==> src/rtl/exc_entry_pkg.sv <==
package exc_entry_pkg;

    localparam int DATA_W   = 32;
    localparam int CODE_W   = 12;
    localparam int EVT_W    = 11;

    localparam int BLK_BIT  = 28;
    localparam int BANK_BIT = 29;
    localparam int PRIV_BIT = 30;

    localparam logic [CODE_W-1:0] CODE_MISS_RD  = 12'h040;
    localparam logic [CODE_W-1:0] CODE_MISS_WR  = 12'h060;
    localparam logic [CODE_W-1:0] CODE_FIRST_WR = 12'h080;
    localparam logic [CODE_W-1:0] CODE_MULTIHIT = 12'h140;

    localparam logic [DATA_W-1:0] OFS_MISS  = 32'h0000_0400;
    localparam logic [DATA_W-1:0] OFS_GEN   = 32'h0000_0100;
    localparam logic [DATA_W-1:0] ADDR_SAFE = 32'hA000_0000;

    typedef enum logic [1:0] {
        VK_GENERAL  = 2'd0,
        VK_TLB_MISS = 2'd1,
        VK_MULTIHIT = 2'd2
    } vec_kind_e;

    typedef struct packed {
        logic [DATA_W-1:0] sr;
        logic [DATA_W-1:0] pc;
        logic [DATA_W-1:0] gr;
    } ctx_t;

    function automatic vec_kind_e classify_code(logic [CODE_W-1:0] c);
        vec_kind_e k;
        case (c)
            CODE_MISS_RD, CODE_MISS_WR, CODE_FIRST_WR: k = VK_TLB_MISS;
            CODE_MULTIHIT:                             k = VK_MULTIHIT;
            default:                                   k = VK_GENERAL;
        endcase
        return k;
    endfunction

endpackage

==> src/rtl/exc_vec_sel.sv <==
module exc_vec_sel
    import exc_entry_pkg::*;
#(
    parameter int XLEN  = DATA_W,
    parameter int CW    = CODE_W
) (
    input  logic [CW-1:0]   code,
    input  logic [XLEN-1:0] vbase,
    output logic [XLEN-1:0] vec_pc
);
    vec_kind_e kind;

    always_comb begin
        kind = classify_code(CODE_W'(code));
        case (kind)
            VK_TLB_MISS: vec_pc = vbase + XLEN'(OFS_MISS);
            VK_MULTIHIT: vec_pc = XLEN'(ADDR_SAFE);
            default:     vec_pc = vbase + XLEN'(OFS_GEN);
        endcase
    end
endmodule

==> src/rtl/exc_sr_update.sv <==
module exc_sr_update
    import exc_entry_pkg::*;
#(
    parameter int XLEN   = DATA_W,
    parameter int B_BLK  = BLK_BIT,
    parameter int B_BANK = BANK_BIT,
    parameter int B_PRIV = PRIV_BIT
) (
    input  logic [XLEN-1:0] sr_in,
    output logic [XLEN-1:0] sr_out
);
    logic [XLEN-1:0] force_mask;

    for (genvar i = 0; i < XLEN; i++) begin : g_mask
        if (i == B_BLK || i == B_BANK || i == B_PRIV) begin : g_set
            assign force_mask[i] = 1'b1;
        end else begin : g_keep
            assign force_mask[i] = 1'b0;
        end
    end

    assign sr_out = sr_in | force_mask;
endmodule

==> src/rtl/exc_ctx_regs.sv <==
module exc_ctx_regs
    import exc_entry_pkg::*;
#(
    parameter int XLEN = DATA_W,
    parameter int EW   = EVT_W
) (
    input  logic            clk,
    input  logic            rst,
    input  logic            load,
    input  ctx_t            ctx_in,
    input  logic [XLEN-1:0] sr_new,
    input  logic [XLEN-1:0] pc_new,
    input  logic [EW-1:0]   evt_new,
    output logic [XLEN-1:0] sr_q,
    output logic [XLEN-1:0] pc_q,
    output ctx_t            ctx_q,
    output logic [EW-1:0]   evt_q,
    output logic            done_q
);
    always_ff @(posedge clk) begin
        if (rst) begin
            sr_q   <= '0;
            pc_q   <= '0;
            ctx_q  <= '0;
            evt_q  <= '0;
            done_q <= 1'b0;
        end else begin
            done_q <= load;
            if (load) begin
                sr_q  <= sr_new;
                pc_q  <= pc_new;
                ctx_q <= ctx_in;
                evt_q <= evt_new;
            end
        end
    end
endmodule

==> src/rtl/exc_entry_seq.sv <==
module exc_entry_seq
    import exc_entry_pkg::*;
#(
    parameter int XLEN = DATA_W,
    parameter int CW   = CODE_W,
    parameter int EW   = EVT_W
) (
    input  logic            clk,
    input  logic            rst,
    input  logic            raise_i,
    input  logic [CW-1:0]   code_i,
    input  logic [XLEN-1:0] sr_i,
    input  logic [XLEN-1:0] pc_i,
    input  logic [XLEN-1:0] gr15_i,
    input  logic [XLEN-1:0] vbase_i,
    output logic [XLEN-1:0] sr_o,
    output logic [XLEN-1:0] pc_o,
    output logic [XLEN-1:0] ssr_o,
    output logic [XLEN-1:0] spc_o,
    output logic [XLEN-1:0] sgr_o,
    output logic [EW-1:0]   evt_o,
    output logic            done_o
);
    logic [XLEN-1:0] vec_pc;
    logic [XLEN-1:0] sr_entry;
    logic [EW-1:0]   evt_code;
    ctx_t            ctx_in;
    ctx_t            ctx_q;

    assign evt_code = code_i[EW-1:0];

    always_comb begin
        ctx_in    = '0;
        ctx_in.sr = DATA_W'(sr_i);
        ctx_in.pc = DATA_W'(pc_i);
        ctx_in.gr = DATA_W'(gr15_i);
    end

    exc_vec_sel #(.XLEN(XLEN), .CW(CW)) u_vec (
        .code   (code_i),
        .vbase  (vbase_i),
        .vec_pc (vec_pc)
    );

    exc_sr_update #(.XLEN(XLEN)) u_sr (
        .sr_in  (sr_i),
        .sr_out (sr_entry)
    );

    exc_ctx_regs #(.XLEN(XLEN), .EW(EW)) u_regs (
        .clk     (clk),
        .rst     (rst),
        .load    (raise_i),
        .ctx_in  (ctx_in),
        .sr_new  (sr_entry),
        .pc_new  (vec_pc),
        .evt_new (evt_code),
        .sr_q    (sr_o),
        .pc_q    (pc_o),
        .ctx_q   (ctx_q),
        .evt_q   (evt_o),
        .done_q  (done_o)
    );

    assign ssr_o = XLEN'(ctx_q.sr);
    assign spc_o = XLEN'(ctx_q.pc);
    assign sgr_o = XLEN'(ctx_q.gr);
endmodule

==> config.mk <==
export PLATFORM = sky130hd
export DESIGN_NAME = exc_entry_seq
export DESIGN_NICKNAME = d
export VERILOG_FILES = /design/src/rtl/exc_entry_pkg.sv /design/src/rtl/exc_vec_sel.sv /design/src/rtl/exc_sr_update.sv /design/src/rtl/exc_ctx_regs.sv /design/src/rtl/exc_entry_seq.sv
export SDC_FILE = /design/constraint.sdc
export NUM_CORES = 1
export LEC_CHECK = 0
export BUFFER_PORTS_ARGS = -buffer_cell sky130_fd_sc_hd__buf_2
export CAP_MARGIN = 20
export CORE_AREA = 2 2 123 125
export CTS_BUF_LIST = sky130_fd_sc_hd__clkbuf_8
export CTS_CLUSTER_DIAMETER = 30
export DETAILED_ROUTE_END_ITERATION = 12
export DIE_AREA = 0 0 125 127
export PLACE_DENSITY_LB_ADDON = 0.25
export SLEW_MARGIN = 20
export SYNTH_ARGS = -nofsm -noshare
export SYNTH_HDL_FRONTEND = slang
export SYNTH_SLANG_ARGS = --single-unit
==> constraint.sdc <==
create_clock -name clk -period 6.85 [get_ports clk]
set_input_delay 1.7125 -clock clk [delete_from_list [all_inputs] [get_ports clk]]
set_output_delay 1.7125 -clock clk [all_outputs]
set_load 0.005 [all_outputs]
==> run_results.csv <==
group,metric,value,unit
synth,synth_area,6026,um^2
placement,placed_area,7405,um^2
worst_setup_path,path_max_fanout,17,
cells_and_area,final_area,7812,um^2
route,first_iter_violations,323,
pwr,clkPwrFrac,37.4,%
pwr,p_seq_share,49.0,%
synth,yosys.area_share.adder,0.8306,%
cells_and_area,layout-drive-gt1-share,39.31,%
route,firstDrtPassIters,6,
synth,synth.distinct_cells,52,
synth,synth_compound_area_share,7.205,%
route,drt_wl_total,15780,um
clock_network,clkLatencyLatePin,430,ps
clock_network,post_cts_buffers,0,
grt,grt_pass1_wl,25050,um
route,ant_nets,0,
synth,syn_nets,771,
sta,slew_violations,0,
sta,slew_headroom,31.93,%
pwr,finalPower,1.828,mW
clock_network,holdBufCountCts,0,
clock_network,cts-resized-gates,0,
cells_and_area,areaGrowthSynthToFinish,29.65,%
route,vias_per_cell,4.817,
clock_network,cts_max_level,4,
synth,synth_edf_count,0,
sta,period_minus_slack,4094,ps
clock_network,clock_path_buffers,2,
cells_and_area,nets,1038,
synth,synth_ff_type,"dfxtp_1",
grt,met1_usage,24.99,%
floorplan,die_h,127,um
route,drt-wirelength-per-cell,14.52,um
pwr,p_leak,4.083,nW
worst_setup_path,startpoint_type,"primary input",
clock_network,cts_made_buffers,17,
grt,grt_max_degree,84,
pwr,sw_frac_of_total,25.14,%
sta,rsz0062_at_grt,"false",
worst_hold_path,hp-class,"reg2reg",
pwr,power.density,234.0,nW/um^2
synth,synth_xor_area_share,2.035,%
floorplan,io_pins,315,
grt,antenna_found_initial,0,
synth,yosys.area_share.simple,17.23,%
outcome,status,"completed",
sta,worst_slew_pin_slew,1021,ps
sta,setup_viol,0,
clock_network,cts-root-buf,"clkbuf_8",
synth,ys_seq_area_share,46.84,%
synth,synth_seq_cells,141,
synth,synth_top_family_by_area,"multiplexers",
grt,gr-total-overflow,0,
floorplan,die_area,15880,um^2
pwr,pwr-share-comb,13.6,%
sta,fin_skew,0,ps
route,vias,5236,
pwr,p_int,1.368,mW
clock_network,cts.sinks,141,
route,drc_errors,0,
worst_setup_path,crit_type,"in2reg",
pwr,net-switching-power,0.4596,mW
floorplan,start_util,41.78,%
clock_network,clkTransAtPathRegs,80,ps
floorplan,die_w,125,um
floorplan,core,14420,um^2
placement,dp_hpwl,11350,um
sta,period_share,59.76,%
synth,syn_area_per_cell,9.657,um^2
synth,syn_inst,624,
grt,grt_use_met2,30.21,%
grt,top_usage_layer,"met2",
grt,grtUsageTotal,19.42,%
synth,synth.mux.area_fraction,18.13,%
clock_network,cts_tree,"built",
synth,synth-async-reset-ratio,0,%
sta,hold_viol_final,0,
sta,clock.fmax,244.3,MHz
worst_setup_path,crit_required,7220,ps
flow_run,maxCapViolCount,0,
synth,yosys_warnings,0,
sta,tns,0,ps
grt,grt_pass1_vias,4907,
pwr,ir_drop,0.1417,mV
cells_and_area,diodes,0,
grt,use_met3,7.077,%
worst_setup_path,worstPathArrival,4460,ps
placement,gp_congestion,0.8407,
floorplan,row_count,44,
placement,place.port_buffers,314,
worst_setup_path,setup.worst_path.end_class,"flip-flop",
==> path summary, 6_finish.rpt <==
kind	start	endpoint	slack (ps)	depth (start not counted)
setup / recovery	code_i[10]	u_regs.pc_q[30]	2760	8
hold / removal	u_regs.pc_q[22]	u_regs.pc_q[22]	470	2
setup reg to reg	u_regs.pc_q[31]	u_regs.pc_q[31]	5920	3
hold reg to reg	u_regs.pc_q[22]	u_regs.pc_q[22]	470	2
==> state kept, by name, indices dropped and copies added (netlist names) <==
name	count
u_regs.evt_q	11
u_regs.ctx_q	67
u_regs.pc_q	32
u_regs.sr_q	30
u_regs.done_q	1
==> layout make-up <==
cell class / instances / area [um^2]
sequential: 141 / 2823
timing repair buffer: 316 / 1595
multi-input combinational: 410 / 2738
tap: 184 / 230.2
clock buffer: 19 / 261.5
inverter: 5 / 18.77
fill: 1380 / 6611
clock inverter: 12 / 146.4
==> logic make-up (layout without fill, tap and decap cells) <==
family / after synthesis / count (layout)
AOI/OAI and AO/OA: 64 / 64
and+or+nand+nor: 219 / 219
buffers and inverters: 73 / 352
xor gates and xnor gates: 14 / 14
muxes: 109 / 109
DFF: 141 / 141
adders and majority gates: 4 / 4
==> power by group through the flow <==
stage / Clock [mW] / Sequential [mW] / Combinational [mW]
2_1_floorplan: 0 / 0.917 / 0.134
3_3_place_gp: 0 / 0.913 / 0.249
3_5_place_dp: 0 / 0.912 / 0.253
4_1_cts: 0.706 / 0.895 / 0.253
5_1_grt: 0.747 / 0.901 / 0.277
6_report: 0.684 / 0.895 / 0.249
==> synth_stat cells, types with 2 or more instances <==
cell type	n	share of area, %
xor2_1	7	1.0
o31a_1	2	0.29
o21ai_1	2	0.17
xnor2_1	7	1.0
dfxtp_1	141	47
o21ai_0	2	0.17
nor3_1	6	0.50
nor4_1	6	0.62
a21boi_0	2	0.25
nand4_1	10	1.0
mux2i_1	108	18
buf_1	2	0.12
and4_1	2	0.29
o2111ai_1	2	0.29
nor2_1	141	8.8
buf_2	10	0.83
a31oi_1	3	0.31
a31o_1	2	0.29
nand2b_1	5	0.52
nand3_1	8	0.66
clkbuf_1	17	1.1
and3_1	5	0.52
inv_1	5	0.31
ha_1	4	0.83
a22o_1	5	0.73
a211oi_1	5	0.62
clkbuf_8	4	0.91
nor2b_1	19	2.0
buf_6	2	0.37
a21oi_1	28	2.3
buf_4	33	4.1
nand2_1	9	0.56
==> metrics by stage <==
| stage | std cells | hold slack, ps | worst slack (ps) | utilization (%) |
|---|---|---|---|---|
| 2_1_floorplan | 624 | 442.0 | 3274 | - |
| 3_3_place_gp | 1056 | 444.5 | 2361 | 51.34 |
| 3_5_place_dp | 1056 | 452.3 | 2343 | 51.34 |
| 4_1_cts | 1087 | 468.0 | 2808 | 54.16 |
| 5_1_grt | 1087 | 487.5 | 2552 | 54.16 |
| 6_report | 1087 | 466.7 | 2756 | 54.16 |
==> routing by layer <==
layer | vias up | routed length (um)
li1 | 2644 | -
met1 | 2359 | 6736
met2 | 210 | 7399
met3 | 23 | 1392
met4 | 0 | 252
met5 | - | 0
==> layout by cell type (no fill, tap or decap), types with 2 or more instances in the layout <==
master      count
buf_2         312
nor2_1        141
dfxtp_1       141
mux2i_1       108
a21oi_1        28
nor2b_1        19
clkbuf_8       19
nand4_1        10
nand2_1         9
inv_1           8
nand3_1         8
xnor2_1         7
xor2_1          7
nor4_1          6
nor3_1          6
and3_1          5
nand2b_1        5
a22o_1          5
a211oi_1        5
ha_1            4
a31oi_1         3
clkinvlp_4      3
bufinv_16       3
buf_4           3
and4_1          2
a31o_1          2
o21ai_1         2
o2111ai_1       2
a21boi_0        2
o21ai_0         2
o31a_1          2
==> critical path, cell delays in order <==
cell,delay (ps)
buf_2,110
nor4_1,440
nand2_1,180
nand4bb_1,230
ha_1,630
o21a_1,590
nor2b_1,380
a22o_1,190
(Power assumes the default switching activity.)
